## config.mk

```make
export PLATFORM = sky130hd
export DESIGN_NAME = vec_irq_ctrl
export DESIGN_NICKNAME = d
export VERILOG_FILES = /design/src/rtl/vic_pkg.sv /design/src/rtl/vic_req_latch.sv /design/src/rtl/vic_prio_arb.sv /design/src/rtl/vic_regs.sv /design/src/rtl/vec_irq_ctrl.sv
export SDC_FILE = /design/constraint.sdc
export NUM_CORES = 1
export LEC_CHECK = 0
export ABC_AREA = 1
export CORE_MARGIN = 4
export CORE_UTILIZATION = 50
export DETAILED_ROUTE_END_ITERATION = 7
export PLACE_DENSITY_LB_ADDON = 0.05
export SKIP_CTS_REPAIR_TIMING = 1
export SLEW_MARGIN = 20
export SYNTH_ARGS = -nofsm -noshare
export SYNTH_HDL_FRONTEND = slang
export SYNTH_SLANG_ARGS = --single-unit
```

## constraint.sdc

```tcl
create_clock -name clk -period 1.65 [get_ports clk]
set_input_delay 0.165 -clock clk [delete_from_list [all_inputs] [get_ports clk]]
set_output_delay 0.165 -clock clk [all_outputs]
set_load 0.005 [all_outputs]
```

## src/rtl/vic_pkg.sv

```systemverilog
package vic_pkg;
  localparam int REG_AW = 3;

  typedef enum logic [REG_AW-1:0] {
    RA_MASK = 3'd0,
    RA_MODE = 3'd1,
    RA_BASE = 3'd2,
    RA_EOI  = 3'd3,
    RA_PEND = 3'd4,
    RA_INSV = 3'd5
  } reg_addr_e;
endpackage

```

## src/rtl/vic_req_latch.sv

```systemverilog
module vic_req_latch #(
  parameter int N_IN = 8
) (
  input  logic            clk,
  input  logic            rst,
  input  logic [N_IN-1:0] irq_in,
  input  logic [N_IN-1:0] mode_edge,
  input  logic [N_IN-1:0] ack_clr,
  output logic [N_IN-1:0] req
);
  // One latch per line; level-mode lines bypass it.
  for (genvar i = 0; i < N_IN; i++) begin : g_line
    logic prev_q;
    logic edge_q;
    always_ff @(posedge clk) begin
      if (rst) begin
        prev_q <= 1'b0;
        edge_q <= 1'b0;
      end else begin
        prev_q <= irq_in[i];
        if (!mode_edge[i])
          edge_q <= 1'b0;
        else if (irq_in[i] && !prev_q)
          edge_q <= 1'b1;
        else if (ack_clr[i])
          edge_q <= 1'b0;
      end
    end
    assign req[i] = mode_edge[i] ? edge_q : irq_in[i];
  end
endmodule

```

## src/rtl/vic_prio_arb.sv

```systemverilog
module vic_prio_arb #(
  parameter int N_IN  = 8,
  parameter int IDX_W = 3
) (
  input  logic [N_IN-1:0]  req,
  input  logic [N_IN-1:0]  mask,
  input  logic [N_IN-1:0]  isr,
  output logic             cand_any,
  output logic [IDX_W-1:0] win_idx,
  output logic [N_IN-1:0]  win_oh
);
  logic [N_IN-1:0] blk;
  logic [N_IN-1:0] cand;

  // blk[i] is set when any line at or above priority i is in service
  always_comb begin
    logic acc;
    acc = 1'b0;
    for (int i = 0; i < N_IN; i++) begin
      acc    = acc | isr[i];
      blk[i] = acc;
    end
  end

  assign cand     = req & ~mask & ~blk;
  assign cand_any = |cand;
  assign win_oh   = cand & (~cand + N_IN'(1));

  // Lowest set index wins; with no candidate the lowest-priority code results
  always_comb begin
    win_idx = IDX_W'(N_IN - 1);
    for (int i = N_IN - 1; i >= 0; i--) begin
      if (cand[i]) win_idx = IDX_W'(i);
    end
  end
endmodule

```

## src/rtl/vic_regs.sv

```systemverilog
module vic_regs
  import vic_pkg::*;
#(
  parameter int N_IN   = 8,
  parameter int IDX_W  = 3,
  parameter int DATA_W = 8,
  parameter int BASE_W = 5
) (
  input  logic              clk,
  input  logic              rst,
  input  logic              bus_wr,
  input  logic [REG_AW-1:0] bus_addr,
  input  logic [DATA_W-1:0] bus_wdata,
  input  logic [N_IN-1:0]   pend,
  input  logic [N_IN-1:0]   isr,
  output logic [N_IN-1:0]   mask_q,
  output logic [N_IN-1:0]   mode_q,
  output logic [BASE_W-1:0] base_q,
  output logic [N_IN-1:0]   eoi_oh,
  output logic [DATA_W-1:0] rdata_q
);
  logic [DATA_W-1:0] rdata_n;
  logic              eoi_hit;

  assign eoi_hit = bus_wr && (reg_addr_e'(bus_addr) == RA_EOI)
                   && (int'(bus_wdata[IDX_W-1:0]) < N_IN);
  assign eoi_oh  = eoi_hit ? (N_IN'(1) << bus_wdata[IDX_W-1:0]) : '0;

  always_ff @(posedge clk) begin
    if (rst) begin
      mask_q <= '0;
      mode_q <= '0;
      base_q <= '0;
    end else if (bus_wr) begin
      case (reg_addr_e'(bus_addr))
        RA_MASK: mask_q <= bus_wdata[N_IN-1:0];
        RA_MODE: mode_q <= bus_wdata[N_IN-1:0];
        RA_BASE: base_q <= bus_wdata[BASE_W-1:0];
        default: ;
      endcase
    end
  end

  always_comb begin
    case (reg_addr_e'(bus_addr))
      RA_MASK: rdata_n = DATA_W'(mask_q);
      RA_MODE: rdata_n = DATA_W'(mode_q);
      RA_BASE: rdata_n = DATA_W'(base_q);
      RA_PEND: rdata_n = DATA_W'(pend);
      RA_INSV: rdata_n = DATA_W'(isr);
      default: rdata_n = '0;
    endcase
  end

  always_ff @(posedge clk) begin
    if (rst) rdata_q <= '0;
    else     rdata_q <= rdata_n;
  end
endmodule

```

## src/rtl/vec_irq_ctrl.sv

```systemverilog
module vec_irq_ctrl
  import vic_pkg::*;
#(
  parameter int N_IN   = 8,
  parameter int VEC_W  = 8,
  parameter int DATA_W = 8
) (
  input  logic              clk,
  input  logic              rst,
  input  logic [N_IN-1:0]   irq_in,
  input  logic              inta,
  input  logic              bus_wr,
  input  logic [REG_AW-1:0] bus_addr,
  input  logic [DATA_W-1:0] bus_wdata,
  output logic [DATA_W-1:0] bus_rdata,
  output logic              cpu_irq,
  output logic [VEC_W-1:0]  vec_out
);
  localparam int IDX_W  = (N_IN > 1) ? $clog2(N_IN) : 1;
  localparam int BASE_W = VEC_W - IDX_W;

  logic [N_IN-1:0]   req;
  logic [N_IN-1:0]   mask_q;
  logic [N_IN-1:0]   mode_q;
  logic [BASE_W-1:0] base_q;
  logic [N_IN-1:0]   eoi_oh;
  logic [N_IN-1:0]   isr_q;
  logic              cand_any;
  logic [IDX_W-1:0]  win_idx;
  logic [N_IN-1:0]   win_oh;
  logic [N_IN-1:0]   ack_oh;
  logic              cpu_irq_q;
  logic [VEC_W-1:0]  vec_q;

  assign ack_oh = inta ? win_oh : '0;

  vic_req_latch #(.N_IN(N_IN)) u_latch (
    .clk       (clk),
    .rst       (rst),
    .irq_in    (irq_in),
    .mode_edge (mode_q),
    .ack_clr   (ack_oh),
    .req       (req)
  );

  vic_prio_arb #(.N_IN(N_IN), .IDX_W(IDX_W)) u_arb (
    .req      (req),
    .mask     (mask_q),
    .isr      (isr_q),
    .cand_any (cand_any),
    .win_idx  (win_idx),
    .win_oh   (win_oh)
  );

  vic_regs #(.N_IN(N_IN), .IDX_W(IDX_W), .DATA_W(DATA_W), .BASE_W(BASE_W)) u_regs (
    .clk       (clk),
    .rst       (rst),
    .bus_wr    (bus_wr),
    .bus_addr  (bus_addr),
    .bus_wdata (bus_wdata),
    .pend      (req),
    .isr       (isr_q),
    .mask_q    (mask_q),
    .mode_q    (mode_q),
    .base_q    (base_q),
    .eoi_oh    (eoi_oh),
    .rdata_q   (bus_rdata)
  );

  always_ff @(posedge clk) begin
    if (rst) begin
      isr_q     <= '0;
      cpu_irq_q <= 1'b0;
      vec_q     <= '0;
    end else begin
      isr_q     <= (isr_q | ack_oh) & ~eoi_oh;
      cpu_irq_q <= cand_any;
      if (inta) vec_q <= {base_q, win_idx};
    end
  end

  assign cpu_irq = cpu_irq_q;
  assign vec_out = vec_q;
endmodule

```

Word level (Yosys, flattened, before mapping). Cells that the tools add are included.

Add/sub/neg operators: 1. Equality and inequality tests: 5. Shift-type cells: 1. Muxes and demuxes: 34. Bitwise logic cells: 24. Reduce and logical (&&, ||, !) cells: 38.

Operators with widths (count): $pmux 8 s5 (1); $and 8x8->8 (4); $not 8->8 (4); $mux 1 (25); $mux 3 (6); $mux 8 (2); $reduce_bool 2->1 (8); $reduce_or 2->1 (8); $logic_and 1x1->1 (9); $add 8x1->8 const B (1); $logic_not 1->1 (8); $not 1->1 (8); $or 8x8->8 (1); $reduce_or 8->1 (1); $shl 1x3->8 const A (1); $or 1x1->1 (7); $eq 3x2->1 const B (2); $eq 3x3->1 const B (2); $reduce_and 2->1 (3); $eq 3x1->1 const B (1); $logic_not 3->1 (1).

Register bits: 62. Bits of input ports: 23. Output and inout port bits: 17. Word-level logic and storage cells: 126.

Longest topological paths before layout.
Word-level depth: 16. Depth in mapped cells: 10. Mapped depth without buffers: 10.

By module. A second synthesis with hierarchy kept.

Cell total of the unflattened synthesis: 484. Area, all modules: 3166.8 um^2.

Modules (own cells, without submodules): vic_regs (instances 1, cells an instance 215, area each 1426.4 um^2, sequential area each 580.6 um^2); vec_irq_ctrl (instances 1, cells an instance 119, area each 735.7 um^2, sequential area each 340.3 um^2); vic_req_latch (instances 1, cells an instance 98, area each 690.7 um^2, sequential area each 320.3 um^2); vic_prio_arb (instances 1, cells an instance 52, area each 314.1 um^2, sequential area each 0.0 um^2).

Worst setup path after synthesis. OpenSTA, ideal clock, no wires.

Kind: register -> register. Start point: register u_regs.mode_q[2]. End point: register u_latch.g_line[6].edge_q. Setup time: 114 ps. Arrival time: 1113 ps. Required time: 1536 ps. Path slack: 423 ps. Stages on the path, launching flop included: 10. Buffers on the path: 0. Clock period less this slack: 1227 ps. Path through: dfxtp_1 inv_2 o21ai_2 nor2_2 nor2_2 nand2_2 nor2_2 nand2_2 nand2_1 a21oi_2.

Longest elaborated chain between the ends: 8.

RTL lines: start: declaration (line vic_regs.sv:17) `output logic [N_IN-1:0] mode_q,`; start signal: assignment (line vic_regs.sv:37) `RA_MODE: mode_q <= bus_wdata[N_IN-1:0];`; $mux 1 (line vic_req_latch.sv:29) `assign req[i] = mode_edge[i] ? edge_q : irq_in[i];`; $and 8x8->8 (2 in a row) (line vic_prio_arb.sv:25) `assign cand = req & ~mask & ~blk;`; $not 8->8 (line vic_prio_arb.sv:27) `assign win_oh = cand & (~cand + N_IN'(1));`; $add 8x1->8 (line vic_prio_arb.sv:27); $and 8x8->8 (line vic_prio_arb.sv:27); $mux 8 (line vec_irq_ctrl.sv:35) `assign ack_oh = inta ? win_oh : '0;`; $reduce_bool 2->1 (no line); end signal: assignment (line vic_req_latch.sv:22) `edge_q <= 1'b0;`; end signal: assignment (line vic_req_latch.sv:24) `edge_q <= 1'b1;`; end signal: assignment (line vic_req_latch.sv:26) `edge_q <= 1'b0;`; end: declaration (line vic_req_latch.sv:14) `logic edge_q;`.

No other way between the ends. A chain may end at the register's enable or synchronous reset.

Final worst setup path.
Start point: register u_regs.mode_q[0]. End point: register u_latch.g_line[7].edge_q.

Longest elaborated chain between the ends: 8.

RTL lines (line): $mux 1 (vic_req_latch.sv:29); $and 8x8->8 (2 in a row) (vic_prio_arb.sv:25); $not 8->8 (vic_prio_arb.sv:27); $add 8x1->8 (vic_prio_arb.sv:27); $and 8x8->8 (vic_prio_arb.sv:27); $mux 8 (vec_irq_ctrl.sv:35); $reduce_bool 2->1 (no line); end signal: assignment (vic_req_latch.sv:22); end signal: assignment (vic_req_latch.sv:24); end signal: assignment (vic_req_latch.sv:26); end: declaration (vic_req_latch.sv:14).

No other way between the ends.

==> reports/results.tsv <==
stage	metric	value	unit
outcome	status	completed	
worst_hold_path	worst hold path type	in -> reg	
sta	unrepaired setup endpoints after global routing	no	
route	first-pass iteration count of the detailed router	4	
sta	Final Critical Period	1.52	ns
worst_hold_path	HP Start	irq_in[6]	
pwr	internal power	2.31	mW
clock_tree	register clock-pin slew on the reported worst setup and hold paths	0.07	ns
yosys	top cells by area, synth	dfxtp_1, nor2_1, nand2_1, a21oi_1, inv_1	
yosys	post-synth top area share	46.5	%
global_route	gr usage total	24.7	%
critical_path	R2R Path End	u_latch.g_line[7].edge_q	
critical_path	worst reg2reg path startpoint	u_regs.mode_q[0]	
sta	fmax	659	MHz
clock_tree	clock root cell	clkbuf_8	
clock_tree	Clock Tree Buf Depth	2	
critical_path	r2r setup slk	0.13	ns
pwr	clock share of power	34.4	%
pwr	sw frac	27.9	%
yosys	Synth Area in Compound Gates	21.5	%
sta	Worst-Margin Slew	0.414	ns
critical_path	Worst setup SP type	register	
route	DR vias	2559	
clock_tree	TritonCTS Sinks	62	
floorplan	die height	81.1	microns
route	routed len/inst	14.4	microns
clock_tree	clk_lat worst skew	0.34	ns
sta	Setup TNS	0	ns
critical_path	CP Launch Point	u_regs.mode_q[0]	
sta	final slew viol count	0	
yosys	Yosys cell types	30	
critical_path	cells on worst reg2reg path	9	
route	vias per cell	5.08	
yosys	post-synthesis cell count	359	
yosys	Synth Area in Simple Gates	24.1	%
cells_and_area	area delta synth->final	30.6	%
cells_and_area	share of layout cells above drive strength 1	17.3	%
yosys	Synth area leader	dfxtp_1	
pwr	sw power	0.894	mW
yosys	xor/xnor share of the synthesized area	0	%
cells_and_area	commonest non-fill, non-tap cell in the layout	dfxtp_1	
sta	skew final	0.00516	ns
sta	final worst slack	0.133	ns
clock_tree	CTS tree	built	
critical_path	critical path class	reg -> reg	
pwr	Leak Pwr	1.44	nW
global_route	initial antenna violation count	0	
yosys	Avg Synthesized Cell Area	7.44	sq um
critical_path	WP data arrival	1.76	ns
pwr	power per cell area	918	mW/mm^2
yosys	Mapped Area	0.00267	sq mm
sta	endpoints failing hold	0	
yosys	post-synthesis mux area share	0	%
critical_path	CP Data Required Time	1.89	ns
cells_and_area	most frequent cells in the layout	dfxtp_1, nor2_1, nand2_1	
yosys	post-synthesis adder-cell area fraction	0	%
global_route	largest net degree at the start of global routing	29	
place	HPWL after DPL	5530	microns
cells_and_area	Net count, final	453	
route	DRT iter0 DRCs	160	
floorplan	Core Footprint	0.00514	sq mm
pwr	combinational fraction of design power	16.0	%
sta	Worst Hold Margin	0.389	ns
place	port buffer count	39	
global_route	GR Overflow Total	0	
floorplan	IO Count	40	
yosys	FF+latch count, synth	62	
critical_path	Critical Path Sink Type	register	
sta	# setup viols final	0	
sta	Slew HR	72.4	%
yosys	largest family of logic cells by synthesized area	simple AND/OR/NAND/NOR gates	
route	number of remaining DRC errors	0	
clock_tree	CTS buffer count	9	
worst_hold_path	worst hold path endpoint	u_latch.g_line[6].prev_q	
yosys	yosys warns	0	
floorplan	Die W	81.1	microns
yosys	post-synthesis sequential area ratio	46.5	%
worst_hold_path	hold depth	3	
critical_path	Max FO, Critical Path	5	
route	ANT nets after route	0	
yosys	syn_nets	382	
place	GPL Wtd Cong	0.876	
floorplan	row count	26	
floorplan	DIE AREA	0.00658	sq mm
pwr	register share of total power	49.6	%
clock_tree	H-tree levels	3	
sta	Final period util	91.9	%
global_route	vias in the first global route	2547	
floorplan	Starting Density	52.0	%
pwr	Max rail drop VDD	0.582	mV
flow_run	Max-cap violations	0	
cells_and_area	ant diodes	0	
place	DP Worst Slack	-0.0683	ns
route	final wirelength	7240	microns
global_route	first-pass GRT wire length	12200	microns
## state kept, by name, summed over array words and instances (netlist names)
name                   cells
u_regs.mask_q              8
u_regs.rdata_q             8
u_regs.base_q              5
vec_out                    8
u_latch.g_line.edge_q      8
u_latch.g_line.prev_q      8
cpu_irq                    1
isr_q                      8
u_regs.mode_q              8
## metrics by stage
stage / instances / power [mW] / cell area, sq um / util (%)
after floorplan: 359 / 1.90 / 2670 / -
after global placement: 489 / 2.12 / 3330 / 64.8
after detailed placement: 489 / 2.13 / 3330 / 64.8
after CTS: 504 / 3.21 / 3490 / 67.9
after global routing: 504 / 3.34 / 3490 / 67.9
final: 504 / 3.20 / 3490 / 67.9
## logic make-up after synthesis
logic type	Yosys count
compound gates	97
simple gates	144
flops	62
buf+inv	56
## synthesized netlist by cell type, drive strengths merged
library cell / n
dfxtp: 62
nor2: 61
nand2: 59
inv: 48
a21oi: 42
o21ai: 33
nand3: 14
o22ai: 9
clkbuf: 5
a221oi: 4
or2: 4
a211oi: 3
buf: 3
nor3: 3
a41oi: 2
nand4: 2
o21a: 2
a31oi: 1
nand3b: 1
o21bai: 1
## how the worst max path moves through the flow
stage / cells after the start / endpoint / slack [ns]
CTS: 9 / u_latch.g_line[7].edge_q / 0.16
global route: 9 / u_latch.g_line[6].edge_q / 0.01
detailed placement: 7 / u_regs.mask_q[2] / -0.07
floorplan: 9 / u_latch.g_line[6].edge_q / 0.42
finish: 9 / u_latch.g_line[7].edge_q / 0.13
global placement: 9 / isr_q[7] / -0.06
## worst max-delay path: stages, from the launching register on
cell and delay, ns:
dfxtp_1 0.43, nor2_1 0.11, nor2_1 0.14, nor2_1 0.09
nor2_1 0.18, nand2_2 0.08, nor2_2 0.17, nand2_2 0.10
nand2_1 0.08, a21oi_2 0.05
## per-layer routing
layer / vias to the layer above / wire [microns] / GRT usage, %
li1: 1315 / - / -
met1: 1133 / 3410 / 33.7
met2: 94 / 3210 / 37.3
met3: 17 / 487 / 5.65
met4: 0 / 132 / 10.6
met5: - / 0 / 0
## power by group through the flow
stage | Clock [mW] | Sequential, mW | Combinational [mW]
final | 1.10 | 1.59 | 0.511
after detailed placement | 0 | 1.62 | 0.506
after global routing | 1.17 | 1.59 | 0.568
after floorplan | 0 | 1.62 | 0.283
after global placement | 0 | 1.62 | 0.502
after CTS | 1.12 | 1.59 | 0.509
## cell type report
cell class	instances	area, sq um
fill	474	1650
sequential	62	1240
tap	70	87.6
timing repair buffer	68	608
inverter	48	180
clock buffer	10	128
multi-input combinational	241	1220
clock inverter	5	27.5
Power figures use the tool's default switching activity.
